[config.mk]
export PLATFORM = sky130hd
export DESIGN_NAME = serial_tx_engine
export DESIGN_NICKNAME = d
export VERILOG_FILES = /design/src/rtl/stx_pkg.sv /design/src/rtl/stx_baud_gen.sv /design/src/rtl/stx_frame.sv /design/src/rtl/serial_tx_engine.sv
export SDC_FILE = /design/constraint.sdc
export NUM_CORES = 1
export LEC_CHECK = 0
export BUFFER_PORTS_ARGS = -buffer_cell sky130_fd_sc_hd__buf_2
export CAP_MARGIN = 20
export CORE_MARGIN = 4
export CORE_UTILIZATION = 25
export CTS_CLUSTER_DIAMETER = 200
export DETAILED_ROUTE_END_ITERATION = 6
export PLACE_DENSITY_LB_ADDON = 0.3
export SYNTH_ARGS = -nofsm -noshare
export SYNTH_HDL_FRONTEND = slang
export SYNTH_SLANG_ARGS = --single-unit
[constraint.sdc]
create_clock -name clk -period 3.05 [get_ports clk]
set_input_delay 0.61 -clock clk [delete_from_list [all_inputs] [get_ports clk]]
set_output_delay 0.61 -clock clk [all_outputs]
set_load 0.05 [all_outputs]
[src/rtl/stx_pkg.sv]
`timescale 1ns/1ps
package stx_pkg;

  typedef enum logic [2:0] {
    ST_IDLE  = 3'd0,
    ST_START = 3'd1,
    ST_DATA  = 3'd2,
    ST_PAR   = 3'd3,
    ST_STOP  = 3'd4
  } stx_state_e;

  typedef struct packed {
    logic [1:0] len_code;
    logic       par_en;
    logic       par_even;
    logic [3:0] stop_eighths;
  } stx_cfg_t;

  // Mask of the data bits that belong to a character of the coded length.
  function automatic logic [7:0] char_mask(input logic [1:0] code);
    return 8'hFF >> (2'd3 - code);
  endfunction

  // Index of the last data bit sent for a coded length (4..7).
  function automatic logic [2:0] last_index(input logic [1:0] code);
    return 3'd4 + {1'b0, code};
  endfunction

  // Parity bit value for the masked character.
  function automatic logic par_bit(input logic [7:0] d, input logic [1:0] code,
                                   input logic even);
    logic ones_odd;
    ones_odd = ^(d & char_mask(code));
    return even ? ones_odd : ~ones_odd;
  endfunction

endpackage

[src/rtl/stx_baud_gen.sv]
`timescale 1ns/1ps
module stx_baud_gen #(
  parameter int BW_W = 16
) (
  input  logic            clk,
  input  logic            rst_n,
  input  logic            en,
  input  logic            restart,
  input  logic [BW_W-1:0] divisor,
  output logic            tick
);
  localparam int CNT_W = BW_W + 1;

  logic [CNT_W-1:0] cnt;
  logic [CNT_W-1:0] cnt_last;

  // Period of 2*(1+divisor) clocks: terminal count is 2*divisor+1.
  assign cnt_last = {divisor, 1'b1};
  assign tick     = en && !restart && (cnt >= cnt_last);

  always_ff @(posedge clk or negedge rst_n) begin
    if (!rst_n) begin
      cnt <= '0;
    end else if (!en || restart || tick) begin
      cnt <= '0;
    end else begin
      cnt <= cnt + 1'b1;
    end
  end

  // Period is at least two clocks, so ticks never come back to back.
  p_tick_gap_r2: assert property (@(posedge clk) disable iff (!rst_n)
    tick |=> !tick);

  // No tick is ever produced while the generator is disabled.
  p_quiet_when_off_r8: assert property (@(posedge clk) disable iff (!rst_n)
    (!en && $past(!en)) |-> (cnt == '0));

endmodule

[src/rtl/stx_frame.sv]
`timescale 1ns/1ps
module stx_frame
  import stx_pkg::*;
#(
  parameter int OVS = 32
) (
  input  logic     clk,
  input  logic     rst_n,
  input  logic     tick,
  input  logic     req_valid,
  input  logic [7:0] req_data,
  input  stx_cfg_t req_cfg,
  input  logic     brk,
  output logic     accept,
  output logic     ready,
  output logic     busy,
  output logic     line
);
  localparam int STOP_UNIT = OVS / 8;
  localparam int TCNT_W    = $clog2(2 * OVS);
  localparam logic [TCNT_W-1:0] BIT_LAST = TCNT_W'(OVS - 1);

  stx_state_e        state;
  logic [TCNT_W-1:0] tcnt;
  logic [TCNT_W-1:0] seg_last;
  logic [2:0]        bidx;
  logic [7:0]        shreg;
  stx_cfg_t          cfg_q;
  logic              par_q;
  logic              seg_end;
  logic              last_data;
  logic              frame_level;

  assign ready  = (state == ST_IDLE);
  assign busy   = !ready;
  assign accept = req_valid && ready;

  // Segment length in ticks: one bit, or the stop period in eighths.
  always_comb begin
    if (state == ST_STOP)
      seg_last = TCNT_W'((int'(cfg_q.stop_eighths) + 1) * STOP_UNIT - 1);
    else
      seg_last = BIT_LAST;
  end

  assign seg_end   = tick && (state != ST_IDLE) && (tcnt == seg_last);
  assign last_data = (bidx == last_index(cfg_q.len_code));

  always_ff @(posedge clk or negedge rst_n) begin
    if (!rst_n) begin
      state <= ST_IDLE;
      tcnt  <= '0;
      bidx  <= '0;
      shreg <= '0;
      cfg_q <= '0;
      par_q <= 1'b0;
    end else if (accept) begin
      state <= ST_START;
      tcnt  <= '0;
      bidx  <= '0;
      shreg <= req_data & char_mask(req_cfg.len_code);
      cfg_q <= req_cfg;
      par_q <= par_bit(req_data, req_cfg.len_code, req_cfg.par_even);
    end else if (tick && (state != ST_IDLE)) begin
      if (seg_end) begin
        tcnt <= '0;
        case (state)
          ST_START: state <= ST_DATA;
          ST_DATA: begin
            if (last_data) begin
              state <= cfg_q.par_en ? ST_PAR : ST_STOP;
            end else begin
              bidx  <= bidx + 1'b1;
              shreg <= {1'b0, shreg[7:1]};
            end
          end
          ST_PAR:  state <= ST_STOP;
          default: state <= ST_IDLE;
        endcase
      end else begin
        tcnt <= tcnt + 1'b1;
      end
    end
  end

  always_comb begin
    case (state)
      ST_START: frame_level = 1'b0;
      ST_DATA:  frame_level = shreg[0];
      ST_PAR:   frame_level = par_q;
      default:  frame_level = 1'b1;
    endcase
  end

  assign line = brk ? 1'b0 : frame_level;

  p_start_low_r3: assert property (@(posedge clk) disable iff (!rst_n)
    accept |=> (brk || !line));

  p_idle_high_r1: assert property (@(posedge clk) disable iff (!rst_n)
    (ready && !brk) |-> line);

  p_stop_high_r6: assert property (@(posedge clk) disable iff (!rst_n)
    ((state == ST_STOP) && !brk) |-> line);

  p_stop_end_r6: assert property (@(posedge clk) disable iff (!rst_n)
    ((state == ST_STOP) && seg_end) |=> ready);

  p_data_index_r4: assert property (@(posedge clk) disable iff (!rst_n)
    (state == ST_DATA) |-> (bidx <= last_index(cfg_q.len_code)));

  p_cfg_hold_r9: assert property (@(posedge clk) disable iff (!rst_n)
    busy |=> $stable(cfg_q));

  p_no_parity_state_r5: assert property (@(posedge clk) disable iff (!rst_n)
    (state == ST_PAR) |-> cfg_q.par_en);

endmodule

[src/rtl/serial_tx_engine.sv]
`timescale 1ns/1ps
module serial_tx_engine
  import stx_pkg::*;
#(
  parameter int BW_W = 16,
  parameter int OVS  = 32
) (
  input  logic            clk,
  input  logic            rst_n,
  input  logic            baud_en,
  input  logic [BW_W-1:0] baud_div,
  input  logic [1:0]      char_len,
  input  logic            par_en,
  input  logic            par_even,
  input  logic [3:0]      stop_len,
  input  logic            brk,
  input  logic            tx_valid,
  input  logic [7:0]      tx_data,
  output logic            tx_ready,
  output logic            tx_line,
  output logic            tx_busy
);
  stx_cfg_t cfg_in;
  logic     baud_tick;
  logic     frame_accept;

  assign cfg_in = '{len_code: char_len, par_en: par_en,
                    par_even: par_even, stop_eighths: stop_len};

  stx_baud_gen #(.BW_W(BW_W)) u_baud (
    .clk     (clk),
    .rst_n   (rst_n),
    .en      (baud_en),
    .restart (frame_accept),
    .divisor (baud_div),
    .tick    (baud_tick)
  );

  stx_frame #(.OVS(OVS)) u_frame (
    .clk       (clk),
    .rst_n     (rst_n),
    .tick      (baud_tick),
    .req_valid (tx_valid),
    .req_data  (tx_data),
    .req_cfg   (cfg_in),
    .brk       (brk),
    .accept    (frame_accept),
    .ready     (tx_ready),
    .busy      (tx_busy),
    .line      (tx_line)
  );

  p_stall_r8: assert property (@(posedge clk) disable iff (!rst_n)
    (tx_busy && !baud_en) |=> tx_busy);

  p_accept_busy_r10: assert property (@(posedge clk) disable iff (!rst_n)
    (tx_valid && tx_ready) |=> (tx_busy && !tx_ready));

endmodule

**Word level (Yosys, flattened, before mapping)**

Index checks and enable logic that the tools add are counted.

- $add $sub $neg: 7
- Magnitude comparators: 1
- Equality and inequality tests: 8
- Shift operators: 1
- Mux-type cells: 24
- Bitwise gates (word level): 2
- Reduce and logical (&&, ||, !) cells: 18

Operators with widths:

| kind | number |
|---|---|
| two-way mux 8 bit | 5 |
| two-way mux 3 bit | 10 |
| two-way mux 6 bit | 4 |
| adder 17 x 1 -> 17 bit, second input constant | 1 |
| greater-or-equal comparator 17 bit | 1 |
| two-way mux 17 bit | 1 |
| one-hot mux 3 bit (3 select lines) | 1 |
| bitwise AND 8 bit | 1 |
| parity 8 bit | 1 |
| right shift 8 x 2 -> 8 bit, first input constant | 1 |
| adder 6 x 1 -> 6 bit, second input constant | 1 |
| equality test 3 x 2 -> 1 bit, second input constant | 2 |
| equality test 6 bit | 1 |
| nonzero test 2 bit | 3 |
| subtractor 6 x 2 -> 6 bit, second input constant | 1 |
| logical AND 1 bit | 5 |
| adder 4 x 1 -> 4 bit, second input constant | 1 |
| AND reduction 4 bit | 1 |
| adder 3 x 1 -> 3 bit, second input constant | 1 |
| adder 3 x 2 -> 3 bit, first input constant | 1 |
| equality test 3 x 1 -> 1 bit, second input constant | 1 |
| equality test 3 bit | 1 |
| equality test 3 bit, second input constant | 1 |
| logical NOT 1 bit | 3 |
| 10 further kinds | 12 |

- Flip-flop bits (word level): 45
- Bits of input ports: 37
- Output and inout bits: 3
- Logic and storage cells: 70

**Depth between registers and ports, before layout**

- Depth after elaboration: 10
- Depth in mapped cells: 10
- Mapped depth without buffers: 9

**Cells and area by module**

From an unflattened synthesis, not the netlist that was laid out.

- Cells, all modules: 334
- Area, all modules: 2,944.1 um2

Modules (own cells, without submodules):

| module | times used | cells an instance | area an instance (um2) | sequential area each (um2) |
|---|---|---|---|---|
| stx_frame | 1 | 199 | 1,724.2 | 700.7 |
| stx_baud_gen | 1 | 135 | 1,219.9 | 425.4 |

**Worst setup path after synthesis**

OpenSTA, ideal clock, no wires.

- Path kind: in2reg
- Start point: in baud_div[15]
- End point: reg u_frame.bidx[2]
- Setup time: 120 ps
- Arrival: 2,440 ps
- Data required time: 2,930 ps
- Setup slack: 491 ps
- Cell stages on the path: 10
- Buffers on the path: 1
- Cells stage by stage: inv_1 -> ha_1 -> nand2_1 -> nor4_1 -> o211ai_1 -> a211o_1 -> a211oi_4 -> buf_6 -> a21oi_1 -> a31o_1

- Cells in the longest elaborated chain, start to end: 6
- Elaborated cells on any way between the ends: 7
- Those cells by class: order compare: 1; reduce/logical: 6

Ends and longest elaborated chain:

| item | RTL line | text |
|---|---|---|
| start: declaration | serial_tx_engine.sv:11 | `input logic [BW_W-1:0] baud_div,` |
| greater-or-equal comparator 17 bit * | stx_baud_gen.sv:19 | `assign tick = en && !restart && (cnt >= cnt_last);` |
| logical AND 1 bit * | stx_baud_gen.sv:19 |  |
| logical AND 1 bit * | stx_frame.sv:46, stx_frame.sv:64 |  |
| logical AND 1 bit | stx_frame.sv:46 | `assign seg_end = tick && (state != ST_IDLE) && (tcnt == seg_last);` |
| nonzero test 2 bit (no line) | n/a |  |
| AND reduction 4 bit (no line) * | n/a |  |
| end signal: assignment | stx_frame.sv:73 | `bidx <= bidx + 1'b1;` |
| end: declaration | stx_frame.sv:26 | `logic [2:0] bidx;` |

Every way passes the cells marked *; elsewhere a longest branch is shown, timed or not.
A chain may end at the register's enable or synchronous reset.

**Final worst setup path**

- Start point: in baud_div[15]
- End point: reg u_frame.shreg[5]

- Cells in the longest elaborated chain, start to end: 6
- Elaborated cells on any way between the ends: 7
- Those cells by class: order compare: 1; reduce/logical: 6

Ends and longest elaborated chain:

| item | RTL line | text |
|---|---|---|
| greater-or-equal comparator 17 bit * | stx_baud_gen.sv:19 |  |
| logical AND 1 bit * | stx_baud_gen.sv:19 |  |
| logical AND 1 bit * | stx_frame.sv:46, stx_frame.sv:64 |  |
| logical AND 1 bit | stx_frame.sv:46 |  |
| nonzero test 2 bit (no line) | n/a |  |
| AND reduction 4 bit (no line) * | n/a |  |
| end signal: assignment | stx_frame.sv:61 | `shreg <= req_data & char_mask(req_cfg.len_code);` |
| end signal: assignment | stx_frame.sv:74 | `shreg <= {1'b0, shreg[7:1]};` |
| end: declaration | stx_frame.sv:27 | `logic [7:0] shreg;` |

Marks and branches as above.

==> metrics.md <==
| Metric | Value |
|---|---|
| H-Tree Depth | 2 |
| Critical Path Start | baud_div[15] |
| Synth Area in Compound Gates | 0.1405 |
| Run status | completed |
| Most frequent cells in the layout | nand2_1 (52), dfrtp_1 (45), buf_2 (39), nor2_1 (30), inv_1 (21) |
| Final WS setup | 387.0 ps |
| CTS sink cnt | 45 |
| Peak Freq | 375.5 MHz |
| Number of synthesized register bits | 45 |
| Initial antenna violation count | 0 |
| Die X | 114.4 µm |
| FF-to-FF path depth | 9 |
| Total gr overflow | 0 |
| GRT Total Usage | 0.1015 |
| Die area | 13,100 µm² |
| Synth Cell Area | 2833 µm² |
| Largest net degree at the start of global routing | 46 |
| Number of hold violations in the final report | 0 |
| Wire length of the first global-routing pass | 10.92 mm |
| Clock root buffer | clkbuf_16 |
| CTS tree | done |
| Vias per cell | 4.531 |
| WP data arrival | 2870 ps |
| Fin crit share | 0.8731 |
| Dpl cell area | 3218 µm² |
| Syn_area_per_cell | 8.797 µm² |
| Reg-to-reg endpoint | u_frame.shreg[5] |
| CTS-repair resized insts | 0 |
| PwrDens | 368.5 nW/µm² |
| Vias | 2,297 |
| Max-slew headroom | 0.6545 |
| Setup TNS | 0 ps |
| Clock Latency Late Sink | 290 ps |
| R2r setup slk | 400 ps |
| Slew Viols, Final | 0 |
| Rows | 38 |
| Max-Cap Viols | 0 |
| Post-Synth Simple-Gate Area | 0.2261 |
| Yosys cell types | 45 |
| Fin area | 3379 µm² |
| ANT nets after route | 0 |
| Syn-to-layout area delta | 19.30% |
| DR WL/cell | 12.19 µm |
| R2r startpoint | u_baud.cnt[16] |
| Maximum buffer depth of the clock tree | 2 |
| Hold slack | 200.0 ps |
| Commonest non-fill, non-tap cell in the layout | nand2_1 |
| Hold Path Class | input port to asynchronous set/reset pin |
| Type of the worst setup path | input port to flop |
| Critical Path RT | 3260 ps |
| # Post-CTS Setup Buffers | 0 |
| Leakage power | 1.616 nW |
| Tot Pwr | 0.001245 W |
| Io pins | 40 |
| Post-Synth XOR/XNOR Area | 0.08039 |
| Fillers | 1,153 |
| Antenna diodes | 0 |
| Number of synthesis warnings | 0 |
| Final net count | 424 |
| Critical path peak fanout | 13 |
| Drt first-iter violations | 127 |
| Synth Area in Adders | 0.08834 |
| Number of synthesized flops with an enable pin | 0 |
| Cell count after synthesis | 322 |
| Worst setup path endpoint | u_frame.shreg[5] |
| Setup Skew | 9.245 ps |
| Setup violations, final | 0 |
| Sequential share of the synthesized area | 0.3975 |
| Final wirelength | 6.182 mm |
| I/O Buffers | 39 |
| Largest family of logic cells by synthesized area | simple AND/OR/NAND/NOR gates |
| GP Congestion | 0.7520 |
| Slew of the pin with the lowest slew margin | 518.2 ps |
| Mux contribution to synthesized area | 0.02164 |
| CTS Buf Count | 5 |
| Residual DRC | 0 |
| Starting Density | 0.2579 |
| Crit path time final | 2663 ps |
| TritonRoute pass-1 iters | 4 |
| Cts hold-fix bufs | 0 |
| Share of cells above drive strength 1 | 0.1689 |
| Vias in the first global route | 2,442 |
| Place WS | 94.16 ps |
| Top FF cell, synth | dfrtp_1 |
| Die Ht | 114.4 µm |
| Clk slew on worst S/H paths | 70 ps |
| RSZ-0062 raised after global routing | false |
| Fraction of registers with async set/reset | 1.000 |
| Core ar. | 10,980 µm² |
| VDD IR max | 0.2025 mV |
| Syn nets | 379 |
| Startpoint type of the worst setup path | input port |
| Worst setup EP type | flop |
| DP Wirelength | 4.651 mm |
metrics by stage:
step	cells	utilization
floorplan	322	-
global placement	499	0.2930
detailed placement	499	0.2930
CTS	506	0.3059
global route	507	0.3077
finish	507	0.3077
flip-flops by register name, indices dropped and copies added, names as in the netlist:
name and flops:
u_frame.shreg 8, u_frame.state 3, u_baud.cnt 17, u_frame.par_q 1, u_frame.bidx 3, u_frame.tcnt 6
u_frame.cfg_q 7
cells in the mapped netlist (3+ instances only):
master    number  share of area
nor2b_1        5          0.011
xnor2_1       15          0.046
mux2i_1        5          0.018
nor3_1         5         0.0088
and2_1         7          0.015
o21ai_0       18          0.032
nand4_1        5          0.011
nand2_1       52          0.069
nand3_1       17          0.030
a21oi_1       16          0.028
o211ai_1       3         0.0079
dfrtp_1       45           0.40
nor2_1        30          0.040
or3_1          4         0.0088
inv_1         21          0.028
xor2_1        11          0.034
and3_1         5          0.011
a211oi_1       3         0.0079
clkbuf_1       6         0.0079
ha_1          20          0.088
worst max-delay path, cell delays in order:
cell	delay (ps)
buf_2	70
inv_1	30
ha_1	290
nand2_1	80
nor4_1	430
o211ai_1	190
a211o_1	340
a211oi_4	260
buf_12	170
mux2_2	320
o21ai_0	70
worst min-delay path by stage:
| stage | to | cells past startpoint |
|---|---|---|
| 2_1_floorplan | u_baud.cnt[0] | 0 |
| 3_5_place_dp | u_frame.par_q | 2 |
| 4_1_cts | u_frame.par_q | 2 |
| 6_report | u_frame.shreg[6] | 1 |
| 5_1_grt | u_frame.cfg_q[7] | 1 |
| 3_3_place_gp | u_frame.par_q | 2 |
power breakdown:
group	internal (W)	switching, W	leakage, nW
sequential	0.000603	0.00000774	0.604
clock	0.000300	0.000226	0.0659
combinational	0.0000509	0.0000572	0.946
total	0.000954	0.000291	1.62
cells by family after synthesis:
family          count (synthesis)
flops                          45
simple gates                  137
buf+inv                        30
compound gates                 58
fa+ha+maj                      20
mux                             6
xor+xnor                       26
metal layers:
metal	wire, µm	part of all wire	global-route usage	vias up
met5	0	0	0	-
met4	72	0.012	0.02771	0
met3	236	0.038	0.01903	4
met2	2887	0.47	0.1723	35
met1	2985	0.48	0.1318	1060
li1	-	-	-	1198
cell type report:
class                      instances  area [µm²]  area share
multi-input combinational        247        1578      0.4669
clock buffer                       5       125.1     0.03702
clock inverter                     2       16.27    0.004813
tap                              140       175.2     0.05183
sequential                        45        1126      0.3332
inverter                          21       78.83     0.02332
timing repair buffer              47       280.3     0.08293
Power figures use the tool's default switching activity.
